`config.mk`:
```
export PLATFORM = sky130hd
export DESIGN_NAME = cvec_polar
export DESIGN_NICKNAME = d
export VERILOG_FILES = /design/src/rtl/cvec_pkg.sv /design/src/rtl/cvec_atan_rom.sv /design/src/rtl/cvec_fold.sv /design/src/rtl/cvec_step.sv /design/src/rtl/cvec_polar.sv
export SDC_FILE = /design/constraint.sdc
export NUM_CORES = 1
export LEC_CHECK = 0
export ABC_AREA = 1
export BUFFER_PORTS_ARGS = -buffer_cell sky130_fd_sc_hd__buf_2
export CAP_MARGIN = 0
export CORE_MARGIN = 1.5
export CORE_UTILIZATION = 63
export DETAILED_ROUTE_END_ITERATION = 10
export PLACE_DENSITY_LB_ADDON = 0.05
export SLEW_MARGIN = 10
export SYNTH_ARGS = -nofsm -noshare
export SYNTH_HDL_FRONTEND = slang
export SYNTH_SLANG_ARGS = --single-unit
export TNS_END_PERCENT = 10
```
`constraint.sdc`:
```
create_clock -name clk -period 4.2 [get_ports clk]
set_clock_uncertainty 0.05 [all_clocks]
set_input_delay 0.84 -clock clk [delete_from_list [all_inputs] [get_ports clk]]
set_output_delay 0.84 -clock clk [all_outputs]
set_load 0.01 [all_outputs]
```
`src/rtl/cvec_pkg.sv`:
```
package cvec_pkg;

    localparam int ANG_W     = 16;
    localparam int ROM_DEPTH = 16;
    localparam int IDX_W     = $clog2(ROM_DEPTH);

    typedef logic signed [ANG_W-1:0] ang_t;

    // 2^(ANG_W-1) stands for pi, so a quarter turn is 2^(ANG_W-2).
    localparam ang_t ANG_QUARTER = ang_t'(1 << (ANG_W - 2));

    // Rotation angle of step k, atan(2^-k), rounded to the angle scale.
    function automatic ang_t step_angle(input logic [IDX_W-1:0] k);
        ang_t a;
        case (k)
            4'd0:    a = 16'sd8192;
            4'd1:    a = 16'sd4836;
            4'd2:    a = 16'sd2555;
            4'd3:    a = 16'sd1297;
            4'd4:    a = 16'sd651;
            4'd5:    a = 16'sd326;
            4'd6:    a = 16'sd163;
            4'd7:    a = 16'sd81;
            4'd8:    a = 16'sd41;
            4'd9:    a = 16'sd20;
            4'd10:   a = 16'sd10;
            4'd11:   a = 16'sd5;
            4'd12:   a = 16'sd3;
            4'd13:   a = 16'sd1;
            4'd14:   a = 16'sd1;
            default: a = 16'sd0;
        endcase
        return a;
    endfunction

endpackage

```
`src/rtl/cvec_atan_rom.sv`:
```
module cvec_atan_rom
    import cvec_pkg::*;
(
    input  logic [IDX_W-1:0] idx,
    output ang_t             angle
);

    always_comb begin
        angle = step_angle(idx);
    end

endmodule

```
`src/rtl/cvec_fold.sv`:
```
module cvec_fold
    import cvec_pkg::*;
#(
    parameter int W = 18
) (
    input  logic signed [W-1:0] x_i,
    input  logic signed [W-1:0] y_i,
    output logic signed [W-1:0] x_o,
    output logic signed [W-1:0] y_o,
    output ang_t                z_o
);

    // Left half plane: turn by a quarter so that x becomes non-negative.
    always_comb begin
        if (x_i[W-1]) begin
            if (!y_i[W-1]) begin
                x_o = y_i;
                y_o = -x_i;
                z_o = ANG_QUARTER;
            end else begin
                x_o = -y_i;
                y_o = x_i;
                z_o = -ANG_QUARTER;
            end
        end else begin
            x_o = x_i;
            y_o = y_i;
            z_o = '0;
        end
    end

endmodule

```
`src/rtl/cvec_step.sv`:
```
module cvec_step
    import cvec_pkg::*;
#(
    parameter int W = 18
) (
    input  logic signed [W-1:0] x_i,
    input  logic signed [W-1:0] y_i,
    input  ang_t                z_i,
    input  logic [IDX_W-1:0]    shamt,
    input  ang_t                rot,
    output logic signed [W-1:0] x_o,
    output logic signed [W-1:0] y_o,
    output ang_t                z_o
);

    logic signed [W-1:0] x_sh, y_sh;
    logic signed [W-1:0] x_add, x_sub, y_add, y_sub;
    ang_t                z_add, z_sub;
    logic                turn_up;

    // Both candidate updates exist in parallel; the sign of y picks one set.
    always_comb begin
        x_sh    = x_i >>> shamt;
        y_sh    = y_i >>> shamt;
        x_add   = x_i + y_sh;
        x_sub   = x_i - y_sh;
        y_add   = y_i + x_sh;
        y_sub   = y_i - x_sh;
        z_add   = z_i + rot;
        z_sub   = z_i - rot;
        turn_up = y_i[W-1];
        if (turn_up) begin
            x_o = x_sub;
            y_o = y_add;
            z_o = z_sub;
        end else begin
            x_o = x_add;
            y_o = y_sub;
            z_o = z_add;
        end
    end

endmodule

```
`src/rtl/cvec_polar.sv`:
```
module cvec_polar
    import cvec_pkg::*;
#(
    parameter int DATA_W  = 16,
    parameter int GUARD_W = 2,
    parameter int ITERS   = 14
) (
    input  logic                        clk,
    input  logic                        rst_n,
    input  logic                        start_valid,
    output logic                        start_ready,
    input  logic [DATA_W-1:0]           x_in,
    input  logic [DATA_W-1:0]           y_in,
    output logic                        done,
    output logic [DATA_W+GUARD_W-1:0]   mag_out,
    output logic [ANG_W-1:0]            angle_out
);

    localparam int W = DATA_W + GUARD_W;
    localparam logic [IDX_W-1:0] LAST_STEP = IDX_W'(ITERS - 1);

    typedef struct packed {
        logic                busy;
        logic [IDX_W-1:0]    step;
        logic signed [W-1:0] x;
        logic signed [W-1:0] y;
        ang_t                z;
        logic                done;
        logic signed [W-1:0] mag;
        ang_t                ang;
    } state_t;

    state_t st_d, st_q;

    logic signed [W-1:0] x_ext, y_ext;
    logic signed [W-1:0] fold_x, fold_y, step_x, step_y;
    ang_t                fold_z, step_z, rot_angle;

    assign x_ext = {{GUARD_W{x_in[DATA_W-1]}}, x_in};
    assign y_ext = {{GUARD_W{y_in[DATA_W-1]}}, y_in};

    cvec_fold #(.W(W)) u_fold (
        .x_i (x_ext),
        .y_i (y_ext),
        .x_o (fold_x),
        .y_o (fold_y),
        .z_o (fold_z)
    );

    cvec_atan_rom u_rom (
        .idx   (st_q.step),
        .angle (rot_angle)
    );

    cvec_step #(.W(W)) u_step (
        .x_i   (st_q.x),
        .y_i   (st_q.y),
        .z_i   (st_q.z),
        .shamt (st_q.step),
        .rot   (rot_angle),
        .x_o   (step_x),
        .y_o   (step_y),
        .z_o   (step_z)
    );

    always_comb begin
        st_d      = st_q;
        st_d.done = 1'b0;
        if (!st_q.busy) begin
            if (start_valid) begin
                st_d.busy = 1'b1;
                st_d.step = '0;
                st_d.x    = fold_x;
                st_d.y    = fold_y;
                st_d.z    = fold_z;
            end
        end else begin
            st_d.x = step_x;
            st_d.y = step_y;
            st_d.z = step_z;
            if (st_q.step == LAST_STEP) begin
                st_d.busy = 1'b0;
                st_d.done = 1'b1;
                st_d.mag  = step_x;
                st_d.ang  = step_z;
            end else begin
                st_d.step = st_q.step + 1'b1;
            end
        end
    end

    always_ff @(posedge clk or negedge rst_n) begin
        if (!rst_n) begin
            st_q <= '0;
        end else begin
            st_q <= st_d;
        end
    end

    assign start_ready = !st_q.busy;
    assign done        = st_q.done;
    assign mag_out     = st_q.mag;
    assign angle_out   = st_q.ang;

endmodule

```
==> out/metrics.yaml <==
min_path:
  worstHoldStart: "mag_out[10]"
  hold_path_class: "flop to flop"
  holdPathEnd: "mag_out[10]"
  hold_depth: 2
place:
  gp_congestion: 0.9315
  io_buffers: 70
  hpwl_um: 23450
  placedInstanceArea_mm2: 0.01050
cts:
  cts_buffer_depth: 2
  insertion_delay_ns: 0.36
  path_clk_slew_ns: 0.07
  cts_tree: "done"
  h-tree-depth: 3
  post_cts_buffers: 0
  clock-sinks: 92
  cts_buffers: 9
  cts_root_buf: "clkbuf_16"
synthesis:
  netlist_instances: 1574
  synth_area_leaders: "dfrtp_1, nand2_1, nand3_1"
  syn_nets: 1672
  ys_types: 58
  async_flop_share_pct: 100.0
  synth-main-ff-cell: "dfrtp_1"
  synth_area_mm2: 0.01019
  ys_ff_latch: 92
  synth.avg_cell_area_um2: 6.472
  synth-edff-count: 0
  ys_warn_count: 0
  synth_top_cell_by_area: "dfrtp_1"
  yosys.area.top_type_share_pct: 22.60
  ys_seq_area_share_pct: 22.60
routing:
  drt-total-wl_um: 30980
  drc: 0
  antenna_left: 0
  wire_per_inst_um: 17.13
  drtIter0Drc: 974
  via_per_inst: 5.997
  route.vias.total: 10840
  drt-pass1-iter-count: 5
sta:
  fmax_mhz: 250.6
  finalHoldViolCount: 0
  finalSetupViolations: 0
  slew_headroom_pct: 33.38
  post-route-period-util_pct: 95.02
  rsz0062_at_grt: "yes"
  min_period_ns: 3.991
  drv_slew: 0
  worstMarginPinSlew_ns: 0.9992
critical_path:
  worst_r2r_path_depth: 21
  critPathKind: "flop to flop"
  reg2reg_slack_ns: 0.21
  worst_path_max_delay_cell: "dfrtp_2"
  reg2reg_to: "st_q[83]"
  cp_common_cell: "nand3_1"
  slowest_delay_ns: 0.50
  required_ns: 4.37
  cp_max_fo: 25
  worstPathCellList: "buf_12 > nor2_4 > a21oi_1 > nand3_1 > nand2_1 > ha_1 > nand3_1 > nor2_4 > a21oi_4 > a21oi_1 > a21oi_1 > ha_1 > nand2_1 > o21ai_0 > a21oi_1 > o21ai_1 > nand3_1 > nand2_1 > or2_2 > nand3_1 > nand3_1"
  worst_setup_path_start_kind: "flop"
  arrival_ns: 4.16
  r2r_start: "st_q[89]"
  crit_path_end_kind: "flop"
global_route:
  grtUsageTotal_pct: 37.49
  overflow: 0
  antenna_found_initial: 0
  grt_max_degree: 75
  grt_pass1_wl_um: 49760
  first_global_vias: 9953
layout:
  fin_util_pct: 68.77
  synthToLayoutAreaGrowth_pct: 6.853
  multi_input_area_mm2: 0.006829
  nets: 1685
  fin_area_mm2: 0.01089
  regArea_mm2: 0.002305
  antenna_cells: 0
  drive_above_1_share_pct: 12.63
  fill_cells: 1413
floorplan:
  core_mm2: 0.01583
  die_h_um: 130.2
  die_w_um: 130.2
  initial_core_util_pct: 64.36
  die_area_mm2: 0.01694
  rows: 46
  io_pins: 71
outcome:
  status: "completed"
job:
  maxCapViolCount: 0
==> kinds of logic after synthesis <==
| group | after synthesis | share of synthesized area (%) |
|---|---|---|
| and+or+nand+nor | 831 | 36.04 |
| AOI/OAI and AO/OA | 304 | 17.58 |
| buffers and inverters | 227 | 10.93 |
| DFF | 92 | 22.60 |
| adders and majority gates | 63 | 7.959 |
| xor gates and xnor gates | 57 | 4.901 |
==> Yosys cell counts, drive strengths merged, types with 2 or more instances <==
master	number
a21boi	3
a21oi	109
a22o	4
a22oi	3
a31oi	4
buf	73
clkbuf	26
clkinv	3
dfrtp	92
fa	3
ha	60
inv	125
nand2	509
nand3	191
nand3b	6
nand4	13
nor2	84
nor3	17
o211ai	31
o21a	2
o21ai	117
o21bai	3
o221ai	12
o22ai	4
o31ai	6
or2	9
xnor2	18
xor2	39
==> critical path, delay by kind of cell (launching register included) <==
family	cells	cell delay [ns]
fa+ha+maj	2	0.55
simple gates	11	1.51
buf+inv	1	0.20
flops	1	0.50
compound gates	7	1.02
==> registers in the layout, summed over array words and instances, names as in the netlist <==
register and cells:
angle_out 16, done 1, mag_out 18, st_q 57
==> repair_timing <==
| action | 4_1_cts | 5_1_grt |
|---|---|---|
| cloned | 0 | 0 |
| setup endpoints to repair | 1 | 27 |
| pin swaps | 0 | 2 |
| gates resized for setup | 1 | 19 |
| hold buffers | 0 | 0 |
==> cell usage in the layout (no fill, tap or decap), types with 3 or more instances in the layout <==
| cell type | Yosys | layout |
|---|---|---|
| clkinv_1 | 3 | 3 |
| nand3_2 | 11 | 11 |
| a21oi_2 | 2 | 4 |
| xor2_1 | 39 | 39 |
| o21ai_0 | 103 | 98 |
| ha_1 | 60 | 60 |
| o21bai_1 | 3 | 3 |
| o21ai_2 | 5 | 7 |
| nor2_4 | 6 | 9 |
| nand4_1 | 13 | 13 |
| nand2_1 | 488 | 488 |
| fa_1 | 3 | 3 |
| o211ai_1 | 31 | 31 |
| nor2_1 | 69 | 67 |
| clkbuf_16 | 0 | 9 |
| inv_2 | 5 | 4 |
| nand3b_1 | 6 | 6 |
| a21oi_1 | 105 | 102 |
| a31oi_1 | 4 | 4 |
| a21oi_4 | 2 | 3 |
| a22o_1 | 4 | 4 |
| o31ai_1 | 6 | 6 |
| o221ai_1 | 12 | 12 |
| buf_4 | 39 | 26 |
| nor3_1 | 16 | 15 |
| or2_2 | 7 | 7 |
| o21ai_1 | 9 | 12 |
| dfrtp_1 | 92 | 90 |
| inv_1 | 119 | 119 |
| buf_2 | 15 | 69 |
| o22ai_1 | 4 | 4 |
| nand2_2 | 19 | 19 |
| nor2_2 | 9 | 8 |
| nand3_1 | 179 | 179 |
| xnor2_1 | 18 | 18 |
| buf_12 | 0 | 6 |
==> metrics by stage <==
step / cells / setup slack [ns] / hold slack [ns] / setup TNS, ns
after global placement: 1792 / 0.02169 / 0.4059 / 0
after detailed placement: 1792 / 0.01589 / 0.4107 / 0
after CTS: 1808 / 0.06836 / 0.4287 / 0
after global routing: 1808 / -0.04642 / 0.4547 / -0.1579
after floorplan: 1574 / 0.5127 / 0.4001 / 0
final: 1808 / 0.2092 / 0.4254 / 0
==> layer usage <==
metal	global-route usage, %	up-vias	routed length (um)
li1	-	5267	-
met1	52.06	5006	13500
met2	60.74	521	14010
met3	4.428	49	2773
met4	12.09	0	698
met5	0	-	0
==> worst max-delay path by stage <==
| stage | from | to | slack, ns | cells past startpoint |
|---|---|---|---|---|
| global placement | st_q[88] | st_q[84] | 0.02 | 24 |
| finish | st_q[89] | st_q[83] | 0.21 | 21 |
| floorplan | st_q[88] | angle_out[13] | 0.51 | 22 |
| global route | st_q[88] | st_q[84] | -0.05 | 24 |
| detailed placement | st_q[88] | st_q[84] | 0.02 | 24 |
| CTS | st_q[88] | mag_out[17] | 0.07 | 22 |
==> area by class of cell <==
class / instances / share of cell area, %
Inverter: 128 / 4.483
Timing Repair Buffer: 101 / 6.069
Clock inverter: 6 / 0.8621
Tap cell: 216 / 2.483
Clock buffer: 10 / 2.195
Sequential cell: 92 / 21.17
Multi-Input combinational cell: 1255 / 62.74
Power is left out: the tool's default activity adds up to more than one toggle a clock period on the data nets, which glitch-free logic cannot reach.
